`src/rtl/irq_group_pkg.sv`:
```
package irq_group_pkg;
  typedef struct packed {
    logic wrEnable;
    logic wrStatus;
    logic statusInit;
    logic srcEvent;
    logic rdEnable;
    logic rdStatus;
  } grpStrobes_t;
endpackage

```
`src/rtl/irq_group_ctrl.sv`:
```
module irq_group_ctrl
  import irq_group_pkg::*;
#(
  parameter int NUM_LINES  = 32,
  parameter int ADDR_W     = 4,
  parameter int ENABLE_OFS = 0,
  parameter int STATUS_OFS = 4
) (
  input  logic                 clk,
  input  logic                 rstN,
  input  logic [NUM_LINES-1:0] srcLines,
  input  logic                 regWrEn,
  input  logic [ADDR_W-1:0]    regAddr,
  input  logic [NUM_LINES-1:0] regWrData,
  output grpStrobes_t          strb
);
  localparam logic [ADDR_W-1:0] EN_ADDR = ADDR_W'(ENABLE_OFS);
  localparam logic [ADDR_W-1:0] ST_ADDR = ADDR_W'(STATUS_OFS);

  logic prevAny;
  logic srcAny;
  logic hitEn;
  logic hitSt;

  assign srcAny = |srcLines;
  assign hitEn  = (regAddr == EN_ADDR);
  assign hitSt  = (regAddr == ST_ADDR);

  always_ff @(posedge clk or negedge rstN) begin
    if (!rstN) prevAny <= 1'b0;
    else       prevAny <= srcAny;
  end

  always_comb begin
    strb.rdEnable   = hitEn;
    strb.rdStatus   = hitSt;
    strb.wrEnable   = regWrEn && hitEn;
    strb.wrStatus   = regWrEn && hitSt && (regWrData != '0);
    strb.statusInit = regWrEn && hitSt && (regWrData == '1);
    strb.srcEvent   = srcAny && !prevAny;
  end

  a_r2_single_event: assert property (@(posedge clk) disable iff (!rstN)
    strb.srcEvent |=> !strb.srcEvent);
endmodule

```
`src/rtl/irq_group_dp.sv`:
```
module irq_group_dp
  import irq_group_pkg::*;
#(
  parameter int NUM_LINES = 32
) (
  input  logic                 clk,
  input  logic                 rstN,
  input  grpStrobes_t          strb,
  input  logic [NUM_LINES-1:0] srcLines,
  input  logic [NUM_LINES-1:0] wrData,
  output logic [NUM_LINES-1:0] rdData,
  output logic                 irqOut
);
  typedef logic [NUM_LINES-1:0] vec_t;

  vec_t enVec, maskVec, enReg, stReg, pendVec;
  vec_t en1, mask1, enR1, st1, pend1, chg, sel;
  logic irqQ, irq1;

  always_comb begin
    en1   = enVec;
    mask1 = maskVec;
    enR1  = enReg;
    st1   = stReg;
    pend1 = pendVec;
    irq1  = irqQ;
    chg   = '0;
    sel   = '0;
    // register write applies first
    if (strb.wrEnable) begin
      if (wrData == '0 && enVec == '0) begin
        enR1 = wrData;
      end else if ((enVec | wrData) != enVec) begin
        en1  = enVec | wrData;
        enR1 = wrData;
      end else begin
        chg = enReg ^ wrData;
        if ((chg & wrData) != '0) mask1 = maskVec & ~chg;
        else                      mask1 = maskVec | chg;
        enR1 = wrData;
      end
    end
    if (strb.wrStatus) begin
      st1 = stReg & ~wrData;
      if (!strb.statusInit && st1 == '0) begin
        if (pendVec != '0) begin
          st1   = pendVec;
          pend1 = '0;
          irq1  = 1'b1;
        end else begin
          irq1 = 1'b0;
        end
      end
    end
    // then the source event sees the updated state
    if (strb.srcEvent) begin
      sel = srcLines & en1;
      if (sel != '0) begin
        if (mask1 != '0 || st1 != '0) begin
          pend1 = pend1 | sel;
        end else begin
          st1  = sel;
          irq1 = 1'b1;
        end
      end
    end
  end

  always_ff @(posedge clk or negedge rstN) begin
    if (!rstN) begin
      enVec   <= '0;
      maskVec <= '0;
      enReg   <= '0;
      stReg   <= '0;
      pendVec <= '0;
      irqQ    <= 1'b0;
    end else begin
      enVec   <= en1;
      maskVec <= mask1;
      enReg   <= enR1;
      stReg   <= st1;
      pendVec <= pend1;
      irqQ    <= irq1;
    end
  end

  assign irqOut = irqQ;
  assign rdData = strb.rdEnable ? enReg : (strb.rdStatus ? stReg : '0);

  a_r6_enable_sticky: assert property (@(posedge clk) disable iff (!rstN)
    1'b1 |=> ((enVec & $past(enVec)) == $past(enVec)));
  a_r3_status_enabled_only: assert property (@(posedge clk) disable iff (!rstN)
    (stReg & ~enVec) == '0);
  a_r11_drop_when_empty: assert property (@(posedge clk) disable iff (!rstN)
    $fell(irqQ) |-> (stReg == '0));
  a_r10_init_keeps_irq: assert property (@(posedge clk) disable iff (!rstN)
    (strb.statusInit && !strb.srcEvent) |=> $stable(irqQ));
  a_r4_busy_holds_status: assert property (@(posedge clk) disable iff (!rstN)
    (strb.srcEvent && stReg != '0 && !strb.wrStatus) |=> $stable(stReg));
endmodule

```
`src/rtl/irq_group_slice.sv`:
```
module irq_group_slice
  import irq_group_pkg::*;
#(
  parameter int NUM_LINES = 32,
  parameter int ADDR_W    = 4
) (
  input  logic                 clk,
  input  logic                 rstN,
  input  logic [NUM_LINES-1:0] srcLines,
  input  logic                 regWrEn,
  input  logic [ADDR_W-1:0]    regAddr,
  input  logic [NUM_LINES-1:0] regWrData,
  output logic [NUM_LINES-1:0] regRdData,
  output logic                 irqOut
);
  grpStrobes_t strb;

  irq_group_ctrl #(
    .NUM_LINES(NUM_LINES), .ADDR_W(ADDR_W), .ENABLE_OFS(0), .STATUS_OFS(4)
  ) u_ctrl (
    .clk(clk), .rstN(rstN), .srcLines(srcLines), .regWrEn(regWrEn),
    .regAddr(regAddr), .regWrData(regWrData), .strb(strb)
  );

  irq_group_dp #(.NUM_LINES(NUM_LINES)) u_dp (
    .clk(clk), .rstN(rstN), .strb(strb), .srcLines(srcLines),
    .wrData(regWrData), .rdData(regRdData), .irqOut(irqOut)
  );
endmodule

```
`config.mk`:
```
export PLATFORM = sky130hd
export DESIGN_NAME = irq_group_slice
export DESIGN_NICKNAME = d
export VERILOG_FILES = /design/src/rtl/irq_group_pkg.sv /design/src/rtl/irq_group_ctrl.sv /design/src/rtl/irq_group_dp.sv /design/src/rtl/irq_group_slice.sv
export SDC_FILE = /design/constraint.sdc
export NUM_CORES = 1
export LEC_CHECK = 0
export BUFFER_PORTS_ARGS = -buffer_cell sky130_fd_sc_hd__buf_2
export CORE_ASPECT_RATIO = 1.2
export CORE_MARGIN = 2
export CORE_UTILIZATION = 45
export CTS_BUF_LIST = sky130_fd_sc_hd__clkbuf_4
export DETAILED_ROUTE_END_ITERATION = 7
export SYNTH_ARGS = -nofsm -noshare
export SYNTH_HDL_FRONTEND = slang
export SYNTH_SLANG_ARGS = --single-unit
export TNS_END_PERCENT = 50
```
`constraint.sdc`:
```
create_clock -name clk -period 9.2 [get_ports clk]
set_input_delay 1.84 -clock clk [delete_from_list [all_inputs] [get_ports clk]]
set_output_delay 1.84 -clock clk [all_outputs]
set_load 0.05 [all_outputs]
```
==> results.txt <==
Vias in the first global route: 8125
Hold_buf cts: 0
Hold path depth: 2
Drt pass-1 iters: 7
Resize count post-CTS: 0
Rows: 56
Synthesized cell area: 8970 sq um
Synthesis-to-finish area growth: 11.4%
Slowest stage delay, CP: 950 ps
Initial Util: 0.459
DR vias: 8581
# setup viols final: 0
Hold Path Class: flop to flop
Die area: 21100 sq um
Status: finished, final reports clean
Core footprint: 19500 sq um
Mapped Avg Cell Area: 9.26 sq um
TNS Setup: 0 ps
TritonCTS clock tree: built
Post-synthesis register bit count: 162
H-Tree Depth: 4
Largest net degree at the start of global routing: 95
Layout net count: 1160
Post-layout minimum cycle time: 5860 ps
Top Ports: 104
Worst-margin pin slew: 945 ps
Mapped Nets: 1072
Clock skew: 24.5 ps
Placed Instance Area: 9720 sq um
Reg2Reg Launch Point: u_dp.enVec[30]
Critical path arrival: 6330 ps
Post-synth EDFFs: 0
Setup Buffers After CTS: 0
Hold Vio Cnt, Final: 0
RSZ-0062 raised after global routing: no
Crit path launch type: input pin
Fmax: 171 MHz
Fin util: 0.511
Seq/Total Area, Yosys: 0.452
Clock tree buffer depth: 2
Drc violations: 0
Relative slew slack: 0.370
Hold Crit Endpoint: u_dp.maskVec[13]
Initial antenna violation count: 1
Wire per inst: 26.2 um
Critical R2R Capture: u_dp.pendVec[3]
Crit. path cell count: 11
CP max-delay cell: or4b_1
Commonest non-fill, non-tap cells in the layout: dfrtp_1 (162), o21ai_0 (110), buf_2 (102)
Setup CP Type: input pin to flop
Cell family with most CP delay: simple AND/OR/NAND/NOR gates
Max cap viols: 0
Clk_lat worst skew: 610 ps
Initial detailed-routing violation count: 1010
Synth cell types: 59
Slew Viols, Final: 0
CP Buf/Inv Count: 1
Peak supply drop: 0.0792 mV
Layout cell share with drive strength beyond 1: 0.177
Die X: 133 um
Req. time, crit path: 9670 ps
Cell mode on critical path: o21ai_0
HPWL after detailed placement: 26100 um
First-pass GRT wire length: 52200 um
Worst-path clk slew: 150 ps
Pint: 1250 uW
CTS Buf Count: 17
Combinational fraction of design power: 0.314
Sequential power share: 0.481
Clk root buf: clkbuf_4
Post-Syn Instances: 969
Net Sw Power: 882 uW
CP Max Fanout: 32
Die span in y: 159 um
Fin area: 10000 sq um
Most common cell after layout, fill and taps aside: dfrtp_1
Global-route usage over all layers: 0.339
Gr ovfl total: 0
Final period utilization: 0.637
Hold_sp: u_dp.maskVec[13]
FF-to-FF setup slack: 4450 ps
Global placer's final weighted congestion: 1.02
Pleak: 0.00457 uW
Async set-or-reset flop fraction in the synthesized netlist: 1.00
P per Cell Area: 213 nW/um^2
Worst r2r path cells: 11
Fin Hold WS: 526 ps
Synth warn: 0
Crit. End Element: flop
Post-DRT Antenna Nets: 0
Critical path cell sequence: buf_2 > or4b_1 > o21ai_0 > nand4_1 > a2111oi_0 > and4_1 > o311ai_1 > or4_4 > nor4_4 > a21bo_2 > o21ai_0
Overall Power: 2130 uW
Switching Share: 0.414
Drt total wl: 34900 um
Synth Flop Type: dfrtp_1
Clock Sinks: 162
Vias per cell: 6.44
Port Buffers: 103
Clock power frac: 0.205
## cells in the mapped netlist, types with 2 or more instances
cell type / instances / share of area
o21a_1: 14 / 0.012
and2_1: 6 / 0.0042
nand2b_1: 32 / 0.022
ha_1: 32 / 0.045
nor2b_1: 3 / 0.0021
and4_1: 7 / 0.0068
o2bb2ai_1: 2 / 0.0020
buf_6: 2 / 0.0025
nor3_1: 3 / 0.0017
o22ai_1: 31 / 0.022
nor2_1: 27 / 0.011
nand3_1: 5 / 0.0028
nor4_4: 3 / 0.0071
o221ai_1: 12 / 0.012
a22o_1: 25 / 0.024
o21ai_1: 14 / 0.0078
dfrtp_1: 162 / 0.45
a221oi_1: 2 / 0.0020
nand4b_1: 5 / 0.0049
a21o_1: 17 / 0.014
a22oi_1: 12 / 0.010
nor4_1: 42 / 0.029
a21bo_2: 2 / 0.0022
o211ai_1: 2 / 0.0017
inv_1: 81 / 0.034
o2111ai_1: 10 / 0.0098
a21oi_1: 42 / 0.023
nand2_1: 100 / 0.042
clkbuf_1: 30 / 0.013
or2_2: 24 / 0.017
a21boi_0: 4 / 0.0033
o31ai_1: 32 / 0.027
buf_1: 4 / 0.0017
mux2i_1: 2 / 0.0022
o221ai_2: 9 / 0.015
nand4_1: 22 / 0.015
o32ai_1: 2 / 0.0020
and3_1: 2 / 0.0014
o21ai_0: 110 / 0.061
a2111oi_0: 6 / 0.0059
buf_2: 9 / 0.0050
## tightest hold or removal path, cell delays in order, from the launching register on
cell and delay (ps):
dfrtp_1 350, o21ai_0 70, o31ai_1 80
## power by group through the flow
| stage | clock network, uW | logic (uW) | registers, uW |
|---|---|---|---|
| 2_1_floorplan | 0 | 431 | 955 |
| 3_3_place_gp | 0 | 646 | 1030 |
| 3_5_place_dp | 0 | 656 | 1020 |
| 4_1_cts | 441 | 658 | 1010 |
| 5_1_grt | 471 | 731 | 1030 |
| 6_report | 436 | 670 | 1020 |
## stage by stage
stage / cells / worst slack [ps]
after floorplan: 969 / 3710
after global placement: 1299 / 2930
after detailed placement: 1299 / 2810
after CTS: 1331 / 3460
after global routing: 1332 / 3110
final: 1332 / 3340
## registers in the layout, indices dropped and copies added (netlist names)
register / flops
u_dp.enReg: 32
u_dp.enVec: 32
u_dp.maskVec: 32
u_dp.pendVec: 32
u_dp.stReg: 32
u_ctrl.prevAny: 1
u_dp.irqOut: 1
## logic make-up after synthesis
family / after synthesis / synth area share
flip-flops: 162 / 0.452
adder cells (fa/ha/maj): 32 / 0.0446
AND/OR/NAND/NOR: 289 / 0.179
AO/OA/AOI/OAI: 358 / 0.267
buffers and inverters: 126 / 0.0556
multiplexers: 2 / 0.00223
## worst max path at each step
stage | from | end | slack [ps]
global route | regWrData[26] | u_dp.pendVec[3] | 3110
detailed placement | regAddr[3] | u_dp.pendVec[31] | 2810
CTS | regAddr[3] | u_dp.pendVec[8] | 3460
global placement | regAddr[3] | u_dp.pendVec[3] | 2930
floorplan | regAddr[3] | regRdData[17] | 3710
finish | regAddr[3] | u_dp.pendVec[3] | 3340
## final cells by class
class                      count  area (sq um)
multi-input combinational    681          4430
clock inverter                15           146
antenna                        1          2.50
timing repair buffer         114           604
sequential                   162          4050
clock buffer                  17           128
tap                          261           327
inverter                      81           304
fill                        1852          9550
## per-layer routing
metal	global-route usage	wire length (um)
met1	0.440	14000
met2	0.553	16300
met3	0.0576	2890
met4	0.162	1690
met5	0	0
(Power assumes the default switching activity.)
